File: config.mk
export PLATFORM = sky130hd
export DESIGN_NAME = ram_window_decoder
export DESIGN_NICKNAME = d
export VERILOG_FILES = /design/src/rtl/ram_window_pkg.sv /design/src/rtl/ram_window_ctrl.sv /design/src/rtl/ram_window_dp.sv /design/src/rtl/ram_window_decoder.sv
export SDC_FILE = /design/constraint.sdc
export NUM_CORES = 1
export LEC_CHECK = 0
export BUFFER_PORTS_ARGS = -buffer_cell sky130_fd_sc_hd__buf_2
export CAP_MARGIN = 20
export CELL_PAD_IN_SITES_DETAIL_PLACEMENT = 0
export CELL_PAD_IN_SITES_GLOBAL_PLACEMENT = 1
export CORE_MARGIN = 3
export CORE_UTILIZATION = 25
export CTS_CLUSTER_DIAMETER = 150
export CTS_CLUSTER_SIZE = 40
export DETAILED_ROUTE_END_ITERATION = 16
export PLACE_DENSITY_LB_ADDON = 0.1
export SLEW_MARGIN = 20
export SYNTH_ARGS = -nofsm -noshare
export SYNTH_HDL_FRONTEND = slang
export SYNTH_SLANG_ARGS = --single-unit
File: constraint.sdc
create_clock -name clk -period 1.6 [get_ports clk]
set_clock_uncertainty 0.05 [all_clocks]
set_input_delay 0.16 -clock clk [delete_from_list [all_inputs] [get_ports clk]]
set_output_delay 0.16 -clock clk [all_outputs]
set_load 0.02 [all_outputs]
File: src/rtl/ram_window_pkg.sv
package ram_window_pkg;
  // Strobes from the control path to the datapath
  typedef struct packed {
    logic posWr;   // load the window position field
    logic waitWr;  // load the wait-shutdown bit
    logic mapRd;   // drive the mapping register onto rdData
    logic regHit;  // current address falls in the register block
  } map_strobe_t;
endpackage

File: src/rtl/ram_window_ctrl.sv
module ram_window_ctrl
  import ram_window_pkg::*;
#(
  parameter int ADDR_W     = 16,
  parameter int REG_AW     = 9,
  parameter int MAP_OFFSET = 'h010
) (
  input  logic                     clk,
  input  logic                     rstN,
  input  logic [ADDR_W-1:0]        busAddr,
  input  logic                     rdEn,
  input  logic                     wrEn,
  input  logic                     specialMode,
  input  logic [ADDR_W-REG_AW-1:0] regBase,
  output map_strobe_t              strb
);
  localparam logic [REG_AW-1:0] MapOff = REG_AW'(MAP_OFFSET);

  logic regHit, mapHit, mapWr, lockQ;

  assign regHit = (busAddr[ADDR_W-1:REG_AW] == regBase);
  assign mapHit = regHit && (busAddr[REG_AW-1:0] == MapOff);
  assign mapWr  = mapHit && wrEn;

  always_comb begin
    strb.regHit = regHit;
    strb.mapRd  = mapHit && rdEn;
    strb.posWr  = mapWr && (specialMode || !lockQ);
    strb.waitWr = mapWr && !specialMode;
  end

  // Write-once lock: set by the first accepted normal-mode position write
  always_ff @(posedge clk or negedge rstN) begin
    if (!rstN)                            lockQ <= 1'b0;
    else if (strb.posWr && !specialMode)  lockQ <= 1'b1;
  end

  assert_lock_R4: assert property (@(posedge clk) disable iff (!rstN)
    (lockQ && !specialMode) |-> !strb.posWr);
  assert_no_wait_wr_special_R8: assert property (@(posedge clk) disable iff (!rstN)
    specialMode |-> !strb.waitWr);
endmodule

File: src/rtl/ram_window_dp.sv
module ram_window_dp
  import ram_window_pkg::*;
#(
  parameter int ADDR_W   = 16,
  parameter int RAM_AW   = 11,
  parameter int DATA_W   = 8,
  parameter int POS_LSB  = 3,
  parameter int WAIT_BIT = 0
) (
  input  logic              clk,
  input  logic              rstN,
  input  logic [ADDR_W-1:0] busAddr,
  input  logic [DATA_W-1:0] wrData,
  input  logic              inWait,
  input  map_strobe_t       strb,
  output logic              ramSel,
  output logic [RAM_AW-1:0] ramAddr,
  output logic [DATA_W-1:0] rdData
);
  localparam int POS_W = ADDR_W - RAM_AW;
  localparam logic [DATA_W-1:0] PosMask  = DATA_W'(((1 << POS_W) - 1) << POS_LSB);
  localparam logic [DATA_W-1:0] WaitMask = DATA_W'(1 << WAIT_BIT);

  generate
    if (POS_LSB + POS_W > DATA_W || (WAIT_BIT >= POS_LSB && WAIT_BIT < POS_LSB + POS_W))
      $error("mapping register fields do not fit");
  endgenerate

  logic [DATA_W-1:0] mapQ, loadMask;
  logic [POS_W-1:0]  posQ;
  logic              waitOffQ, shutDown;

  assign loadMask = (strb.posWr ? PosMask : '0) | (strb.waitWr ? WaitMask : '0);

  always_ff @(posedge clk or negedge rstN) begin
    if (!rstN) mapQ <= '0;
    else       mapQ <= (mapQ & ~loadMask) | (wrData & loadMask);
  end

  assign posQ     = mapQ[POS_LSB +: POS_W];
  assign waitOffQ = mapQ[WAIT_BIT];
  assign shutDown = inWait && waitOffQ;

  assign ramSel  = (busAddr[ADDR_W-1:RAM_AW] == posQ) && !strb.regHit && !shutDown;
  assign ramAddr = busAddr[RAM_AW-1:0];
  assign rdData  = strb.mapRd ? mapQ : '0;

  assert_reg_priority_R6: assert property (@(posedge clk) disable iff (!rstN)
    strb.regHit |-> !ramSel);
  assert_wait_shutdown_R7: assert property (@(posedge clk) disable iff (!rstN)
    (inWait && mapQ[WAIT_BIT]) |-> !ramSel);
  assert_pos_hold_R4: assert property (@(posedge clk) disable iff (!rstN)
    !strb.posWr |=> $stable(posQ));
  assert_wait_hold_R8: assert property (@(posedge clk) disable iff (!rstN)
    !strb.waitWr |=> $stable(waitOffQ));
endmodule

File: src/rtl/ram_window_decoder.sv
module ram_window_decoder
  import ram_window_pkg::*;
#(
  parameter int ADDR_W     = 16,
  parameter int RAM_AW     = 11,
  parameter int REG_AW     = 9,
  parameter int DATA_W     = 8,
  parameter int MAP_OFFSET = 'h010,
  parameter int POS_LSB    = 3,
  parameter int WAIT_BIT   = 0
) (
  input  logic                     clk,
  input  logic                     rstN,
  input  logic [ADDR_W-1:0]        busAddr,
  input  logic                     rdEn,
  input  logic                     wrEn,
  input  logic [DATA_W-1:0]        wrData,
  input  logic                     specialMode,
  input  logic                     inWait,
  input  logic [ADDR_W-REG_AW-1:0] regBase,
  output logic                     ramSel,
  output logic [RAM_AW-1:0]        ramAddr,
  output logic [DATA_W-1:0]        rdData
);
  map_strobe_t strb;

  ram_window_ctrl #(
    .ADDR_W(ADDR_W), .REG_AW(REG_AW), .MAP_OFFSET(MAP_OFFSET)
  ) u_ctrl (
    .clk(clk), .rstN(rstN), .busAddr(busAddr), .rdEn(rdEn), .wrEn(wrEn),
    .specialMode(specialMode), .regBase(regBase), .strb(strb)
  );

  ram_window_dp #(
    .ADDR_W(ADDR_W), .RAM_AW(RAM_AW), .DATA_W(DATA_W),
    .POS_LSB(POS_LSB), .WAIT_BIT(WAIT_BIT)
  ) u_dp (
    .clk(clk), .rstN(rstN), .busAddr(busAddr), .wrData(wrData), .inWait(inWait),
    .strb(strb), .ramSel(ramSel), .ramAddr(ramAddr), .rdData(rdData)
  );
endmodule

==> results of run 1 <==
## worst max-delay path: stages
cell and delay (ps):
buf_8 100, nor4b_4 280, nand2_1 80, or4b_4 560
nor3_4 190, buf_6 140
## routing by layer
metal,up-vias,GRT usage
met5,-,0
met4,0,0.02980
met3,0,0.03167
met2,28,0.1629
met1,294,0.1508
li1,342,-
## logic make-up after synthesis
logic type | Yosys count
AOI/OAI and AO/OA | 1
xor gates and xnor gates | 12
buffers and inverters | 21
DFF | 7
muxes | 6
other | 1
and+or+nand+nor | 23
## through the flow
stage | utilization | hold WS (ps) | instances | total power, mW | setup slack (ps)
after global placement | 0.3894 | -51.75 | 150 | 0.3376 | -199.5
after CTS | 0.4424 | 75.69 | 159 | 0.5157 | -171.9
after global routing | 0.4444 | 77.23 | 158 | 0.5369 | -214.9
final | 0.4444 | 89.02 | 158 | 0.5051 | -117.1
after detailed placement | 0.3894 | -49.91 | 150 | 0.3382 | -218.8
after floorplan | - | -185.6 | 72 | 0.2706 | -40.58
## cell usage after synthesis
master / number / area, um^2
nor4_4: 1 / 21.27
nand2b_1: 1 / 6.260
nand4bb_1: 1 / 11.26
nand4_1: 1 / 6.260
or4b_1: 1 / 10.01
nor3_2: 1 / 10.01
nand2_1: 2 / 7.510
nand3_1: 2 / 10.01
mux2_2: 6 / 67.56
nor3b_1: 1 / 7.510
nor4b_4: 1 / 23.77
conb_1: 1 / 3.750
nor4_1: 2 / 12.51
buf_2: 1 / 5.000
or2_2: 1 / 6.260
nor3_1: 6 / 30.03
buf_4: 13 / 97.59
nand3b_1: 1 / 7.510
dfrtp_1: 7 / 175.2
xor2_1: 3 / 26.28
inv_1: 7 / 26.28
a2111oi_0: 1 / 8.760
nor2_1: 1 / 3.750
xnor2_1: 9 / 78.83
## worst paths after layout
path,startpoint,endpoint,slack [ps]
worst max-delay path,busAddr[5],rdData[4],-120
worst min-delay path,wrData[6],flip-flop,90
worst max register to register,u_ctrl.lockQ,flip-flop,220
worst min register to register,u_ctrl.lockQ,u_ctrl.lockQ,420
max in group asynchronous,rstN,asynchronous set/reset pin,1120
min in group asynchronous,rstN,asynchronous set/reset pin,220
## repair_timing
action	CTS	global route
pin swaps	4	1
hold buffers	1	0
endpoints found under the setup margin	7	7
setup buffers	4	0
resized for setup	15	4
endpoints found under the hold margin	7	0
## power by group
group	leakage (nW)	switching, mW	internal (mW)
registers	0.0978	0.0000646	0.177
clock network	0.0177	0.0648	0.0912
logic	0.424	0.0852	0.0866
## final cells by class
class                      count  share of cell area
clock buffer                   3             0.02027
tap                           30             0.03378
multi-input combinational     44              0.3896
clock inverter                 1            0.004504
inverter                       7             0.02365
sequential                     7              0.1577
timing repair buffer          66              0.3705
==> flow_summary_export.csv, run 1 <==
group,metric,value,unit
placed_design,post_dp_cell_area,973.4,um^2
layout,fillers,259,
logic_synthesis,syn_inst,71,
sta,hold_viol_final,0,
clocking,cts.htree.levels,1,
critical_path,required,1390,ps
logic_synthesis,synthAdderAreaFrac,0,
global_route,antenna_found_initial,0,
hold_path,hold_path_class,"input port to flip-flop",
routing,drt-pass1-iter-count,4,
sta,final-setup-viol-count,6,
placed_design,dp_hpwl,1456,um
logic_synthesis,synth_top_family_by_area,"simple AND/OR/NAND/NOR gates",
critical_path,cp-start-kind,"input port",
pwr,p_per_area,454.6,mW/mm^2
sta,fmax,582.4,MHz
global_route,grt_use_total,0.1084,
logic_synthesis,synthSimpleGateAreaFrac,0.2623,
routing,via_per_inst,4.203,
die,dieArea,0.003306,mm^2
critical_path,crit_fanout,6,
clocking,cts_made_buffers,3,
layout,drive_above_1_share,0.6953,
routing,wl_met3,183,um
layout,syn_to_final_growth,67.55,%
layout,fin_nets,166,
global_route,grt_pass1_vias,638,
logic_synthesis,synth_mux_area_frac,0.1019,
critical_path,r2r_cells,5,
routing,drcViolationCount,0,
die,die_w,57.50,um
global_route,grt_first_pass_wirelength,2822,um
logic_synthesis,syn_area,663.1,um^2
layout,multi_input_area,432.9,um^2
routing,top_layer,"met3",
layout,diodes,0,
clocking,cts_sinks,7,
critical_path,critical_path.endpoint_type,"output port",
clocking,cts_buffer_depth,2,
routing,wire_per_inst,10.72,um
pwr,ir_worst_vdd,0.4441,mV
logic_synthesis,seq_area_frac_synth,0.2642,
clocking,clk_latency,250,ps
die,top_level_ports,57,
layout,final-seq-area,175.2,um^2
logic_synthesis,yosys_warnings,0,
layout,final_cell_mix,"buf_2 (42), buf_4 (19), xnor2_1 (9)",
routing,dr_total_vias,664,
global_route,grt_max_degree,8,
clocking,cts_root_buf,"clkbuf_4",
layout,stdcell_area,0.001111,mm^2
die,rows,18,
routing,wl,1694,um
layout,final_common_cell,"buf_2",
logic_synthesis,syn_avg_cell_area,9.340,um^2
sta,setup_tns,-538.9,ps
logic_synthesis,ys_seq_elements,7,
outcome,violations,"negative setup slack",
sta,drv_slew,0,
placed_design,port_buffers,52,
sta,post-route-period-util,1.073,
logic_synthesis,synth_compound_area_frac,0.01321,
critical_path,path_class,"input port to output port",
routing,route.met2.wl,783,um
sta,rsz0062_at_grt,"true",
die,start_util,0.2653,
flow_run,max-cap-violations,0,
clocking,cts.clk_slew.worst_paths,50,ps
sta,fin_crit,1717,ps
routing,drt_iter0_markers,14,
hold_path,min_path_cells,2,
global_route,gr-total-overflow,0,
die,core-area,0.002500,mm^2
die,die_y,57.50,um
placed_design,globalplace.congestion,0.7525,
pwr,p_leak,0.5399,nW
routing,met1_length,727,um
routing,antenna_left,0,
clocking,cts_tree,"built",
sta,fin_ws,-117.1,ps
critical_path,worstPathArrival,1510,ps
outcome,status,"finished with violations",
logic_synthesis,synth_cell_type_count,24,
logic_synthesis,synth-xor-area-share,0.1585,
Power figures use the tool's default switching activity.
==> inputs of run 2 (changes only) <==
Settings changed: SETUP_SLACK_MARGIN from default to 0.1.
==> flow_summary_export.csv, run 2 (synthesis gave the netlist of run 1 again) <==
group,metric,value,unit
global_route,grt_max_degree,8,
die,core-area,0.002500,mm^2
clocking,clk_latency,250,ps
layout,fin_nets,173,
sta,hold_viol_final,0,
global_route,grt_first_pass_wirelength,3049,um
flow_run,max-cap-violations,0,
critical_path,crit_fanout,6,
routing,via_per_inst,4.327,
placed_design,port_buffers,52,
sta,fin_ws,-188.9,ps
critical_path,path_class,"input port to output port",
clocking,cts_tree,"built",
sta,final-setup-viol-count,12,
outcome,violations,"negative setup slack",
sta,fin_crit,1789,ps
hold_path,hold_path_class,"input port to flip-flop",
die,dieArea,0.003306,mm^2
clocking,cts_root_buf,"clkbuf_4",
layout,syn_to_final_growth,91.13,%
routing,wl,1926,um
layout,diodes,0,
global_route,use_met3,0.02262,
clocking,cts.clk_slew.worst_paths,50,ps
die,rows,18,
global_route,grt_pass1_vias,727,
placed_design,dp_hpwl,1533,um
sta,hold-worst-slack,90.18,ps
global_route,grt.busiest_layer,"met2",
critical_path,worstPathArrival,1580,ps
die,die_w,57.50,um
routing,dr_total_vias,714,
layout,stdcell_count,165,
routing,drt_iter0_markers,5,
pwr,p_per_area,424.7,mW/mm^2
clocking,cts_buffer_depth,2,
global_route,grt_use_met1,0.1466,
global_route,grt_use_total,0.1158,
die,start_util,0.2653,
critical_path,cp-start-kind,"input port",
clocking,cts_made_buffers,3,
outcome,status,"finished with violations",
placed_design,post_dp_cell_area,0.001033,mm^2
critical_path,critical_path.endpoint_type,"output port",
critical_path,r2r_setup_slack,160,ps
global_route,gr-usage-met2,0.1903,
sta,fmax,559.0,MHz
layout,multi_input_area,506.7,um^2
pwr,p_leak,0.6281,nW
pwr,ir_worst_vdd,0.3945,mV
clocking,cts.htree.levels,1,
layout,final_common_cell,"buf_2",
placed_design,pre_cts_ws,-275.2,ps
global_route,gr-total-overflow,0,
placed_design,globalplace.congestion,0.7025,
layout,fillers,253,
sta,post-route-period-util,1.118,
clocking,cts_sinks,7,
sta,rsz0062_at_grt,"true",
routing,wire_per_inst,11.67,um
placed_design,dpl.cell_count,152,
layout,stdcell_area,0.001267,mm^2
die,die_y,57.50,um
die,top_level_ports,57,
routing,drt-pass1-iter-count,2,
routing,drcViolationCount,0,
routing,antenna_left,0,
critical_path,required,1390,ps
sta,drv_slew,0,
layout,final-seq-area,175.2,um^2
layout,drive_above_1_share,0.7556,
layout,final_cell_mix,"buf_2 (40), buf_4 (22), buf_6 (8)",
global_route,antenna_found_initial,0,
run 2: worst paths after layout:
check                              from                    endpoint  depth (start not counted)
min reg2reg                u_ctrl.lockQ                u_ctrl.lockQ                          1
max                          busAddr[3]                   rdData[7]                          7
min                           wrData[3]                   flip-flop                          2
max in group asynchronous          rstN  asynchronous set/reset pin                          2
max reg2reg                u_ctrl.lockQ                   flip-flop                          5
min in group asynchronous          rstN  asynchronous set/reset pin                          2
run 2: power breakdown:
part | internal [mW] | switching [mW] | total [mW]
Combinational | 0.105 | 0.0987 | 0.203
Sequential | 0.177 | 0.0000655 | 0.177
Clock | 0.0950 | 0.0624 | 0.157
run 2: routing by layer:
| metal | routed length, um | vias up | part of all wire |
|---|---|---|---|
| li1 | - | 355 | - |
| met1 | 747 | 325 | 0.39 |
| met2 | 979 | 30 | 0.51 |
| met3 | 171 | 4 | 0.089 |
| met4 | 28 | 0 | 0.015 |
| met5 | 0 | - | 0 |
run 2: critical path, cell delays in order:
cell and delay, ps:
buf_8 100, nor3_4 190, nor3b_2 200, or4b_4 500
buf_8 160, nor3_2 100, buf_4 160
run 2: area by class of cell:
| type | instances | area share |
|---|---|---|
| Clock buffer | 4 | 0.02073 |
| Inverter | 7 | 0.02073 |
| Multi-Input combinational cell | 44 | 0.3998 |
| Sequential cell | 7 | 0.1382 |
| Tap cell | 30 | 0.02961 |
| Timing Repair Buffer | 73 | 0.3909 |
run 2: stage by stage:
stage | setup TNS [ps] | total power, mW | utilization
final | -1271 | 0.5383 | 0.5070
after global routing | -2176 | 0.5743 | 0.5070
after CTS | -959.0 | 0.5427 | 0.4835
after detailed placement | -2351 | 0.3572 | 0.4134
after global placement | -2202 | 0.3558 | 0.4134
after floorplan | -40.52 | 0.2794 | -
run 2: repair_timing:
action                                 CTS  global route
setup endpoints to repair                8            13
cloned                                   0             0
buffers inserted                         8             0
endpoints found under the hold margin    7             0
hold buffers                             1             0
pin swaps                               11             2
gates resized for setup                 19            11
==> inputs of run 3 (changes only) <==
Settings changed: ABC_AREA from default to 1, CORE_MARGIN 3 to 1.5, CORE_UTILIZATION 25 to 26.
==> flow_summary_export.csv, run 3 <==
group,metric,value,unit
die,die_y,58.84,um
logic_synthesis,synthArstFlopShare,1.000,
die,dieArea,0.003462,mm^2
routing,dr_total_vias,830,
layout,syn_to_final_growth,33.18,%
critical_path,crit_fanout,2,
layout,multi_input_area,447.9,um^2
logic_synthesis,syn_area,810.8,um^2
sta,fmax,631.2,MHz
pwr,p_int,0.3392,mW
die,top_level_ports,57,
logic_synthesis,synth_cell_type_count,21,
critical_path,crit_path_top_delay_cell,"dfrtp_1",
critical_path,worstPathArrival,1370,ps
pwr,p_leak,0.6362,nW
die,start_util,0.2700,
pwr,p_sw_frac,0.3315,
global_route,gr-total-overflow,0,
clocking,cts_root_buf,"clkbuf_4",
pwr,power_frac_seq,0.349,
critical_path,critical_path.endpoint_type,"output port",
global_route,grt_pass1_vias,760,
pwr,combinationalPowerShare,0.318,
layout,drive_above_1_share,0.4682,
critical_path,cp-start-kind,"flip-flop",
layout,final_cell_mix,"buf_2 (51), nand2_1 (35), inv_1 (22)",
logic_synthesis,ys_seq_elements,7,
sta,drv_slew,0,
layout,fillers,357,
layout,final-seq-area,175.2,um^2
critical_path,worstReg2RegStart,"u_ctrl.lockQ",
flow_run,max-cap-violations,0,
placed_design,pre_cts_ws,208.0,ps
clocking,cts_made_buffers,3,
critical_path,r2r_cells,4,
outcome,status,"complete, no violations",
sta,hold_viol_final,0,
sta,post-route-period-util,0.9902,
critical_path,critical_path.max_stage_delay,390,ps
routing,wl,1910,um
logic_synthesis,synth-edff-count,0,
logic_synthesis,synth.area.top_cells,"dfrtp_1 (22%), nand2_1 (16%), buf_4 (12%), inv_1 (11%), nor2_2 (6.9%)",
die,die_w,58.84,um
routing,drcViolationCount,0,
logic_synthesis,synthTopCellsByCount,"nand2_1 (35), inv_1 (23), buf_4 (13)",
logic_synthesis,syn_inst,125,
global_route,antenna_found_initial,0,
logic_synthesis,synth_top_area_frac,0.2160,
global_route,grt_max_degree,8,
routing,antenna_left,0,
global_route,grt_first_pass_wirelength,3077,um
critical_path,crit_chain,"xor2_1 > nor3_1 > o2111ai_1 > nor2_1 > buf_4",
routing,drt-pass1-iter-count,4,
sta,fin_ws,15.67,ps
routing,via_per_inst,4.029,
sta,final-setup-viol-count,0,
critical_path,r2r_setup_slack,550,ps
logic_synthesis,seq_area_frac_synth,0.2160,
layout,fin_nets,211,
layout,diodes,0,
placed_design,dp_hpwl,1631,um
pwr,clock_power_share,0.333,
hold_path,worst_hold_startpoint,"wrData[3]",
die,rows,20,
hold_path,hold_path_class,"input port to flip-flop",
sta,fin_crit,1584,ps
critical_path,path_delay_family,"flip-flops",
placed_design,globalplace.congestion,0.7737,
logic_synthesis,yosysMostFrequentCell,"nand2_1",
logic_synthesis,yosysTopAreaCell,"dfrtp_1",
pwr,switchingPower,0.1682,mW
sta,setup_tns,0,ps
die,core-area,0.003003,mm^2
clocking,cts_sinks,7,
pwr,p_per_area,469.9,mW/mm^2
sta,rsz0062_at_grt,"true",
logic_synthesis,yosys_warnings,0,
layout,final_common_cell,"buf_2",
pwr,ir_worst_vdd,0.3029,mV
critical_path,critical_path_buf_inv_count,1,
placed_design,port_buffers,52,
clocking,clk_latency,260,ps
logic_synthesis,syn_avg_cell_area,6.486,um^2
global_route,grt_use_total,0.1164,
critical_path,required,1390,ps
logic_synthesis,synth_flop_cell,"dfrtp_1",
clocking,cts_tree,"built",
routing,wire_per_inst,9.272,um
clocking,cts.clk_slew.worst_paths,60,ps
critical_path,path_class,"flip-flop to output port",
routing,drt_iter0_markers,22,
hold_path,min_path_cells,3,
clocking,cts_buffer_depth,2,
clocking,cts.htree.levels,1,
## run 3: final cells by class
type                       instances  share of cell area
clock buffer                       4             0.02433
inverter                          25             0.08691
multi-input combinational         81              0.4148
sequential                         7              0.1622
tap                               33             0.03824
timing repair buffer              56              0.2735
## run 3: worst max-delay path by stage
stage               start         to  slack [ps]  cells after the start
2_1_floorplan   flip-flop     ramSel         340                      5
3_3_place_gp   regBase[1]  rdData[0]         220                      7
3_5_place_dp   regBase[1]  rdData[0]         210                      7
4_1_cts         flip-flop     ramSel          -9                      5
5_1_grt         flip-flop     ramSel         -60                      5
6_report        flip-flop     ramSel          20                      5
## run 3: cells by family after synthesis
kind of cell | Yosys count | share of synthesized area
simple gates | 72 | 0.4738
other cells | 1 | 0.004625
buf+inv | 38 | 0.2361
compound gates | 3 | 0.02623
xor+xnor | 4 | 0.04322
flops | 7 | 0.2161
## run 3: power by group through the flow
stage	Combinational [mW]	Clock, mW	Sequential [mW]
CTS	0.164	0.170	0.177
floorplan	0.107	0	0.180
detailed placement	0.161	0	0.180
global route	0.181	0.184	0.177
global placement	0.159	0	0.180
finish	0.161	0.169	0.177
## run 3: timing repair
item                                    4_1_cts  5_1_grt
resized for setup                             2        0
pin swaps                                     3        0
endpoints found under the setup margin        1        1
hold buffers                                  1        0
buffers inserted                              2        0
endpoints found under the hold margin         7        0
## run 3: routing by layer
metal,wire [um],GRT usage,share of wire,vias up
li1,-,-,-,454
met5,0,0,0,-
met3,100,0.01538,0.052,6
met4,49,0.06169,0.026,0
met1,791,0.1371,0.41,342
met2,968,0.2032,0.51,28
## run 3: per-stage QoR
stage,total power [mW],util,area [um^2],hold slack (ps),std cells
3_5_place_dp,0.3417,0.3417,1026,-45.75,199
2_1_floorplan,0.2870,-,814.5,-185.6,126
5_1_grt,0.5423,0.3596,1080,89.51,206
3_3_place_gp,0.3394,0.3417,1026,-49.02,199
6_report,0.5074,0.3596,1080,74.56,206
4_1_cts,0.5110,0.3596,1080,70.62,206
## run 3: worst min-delay path: stages
cell and delay (ps):
buf_2 80, nand3_1 60, nand2_1 50
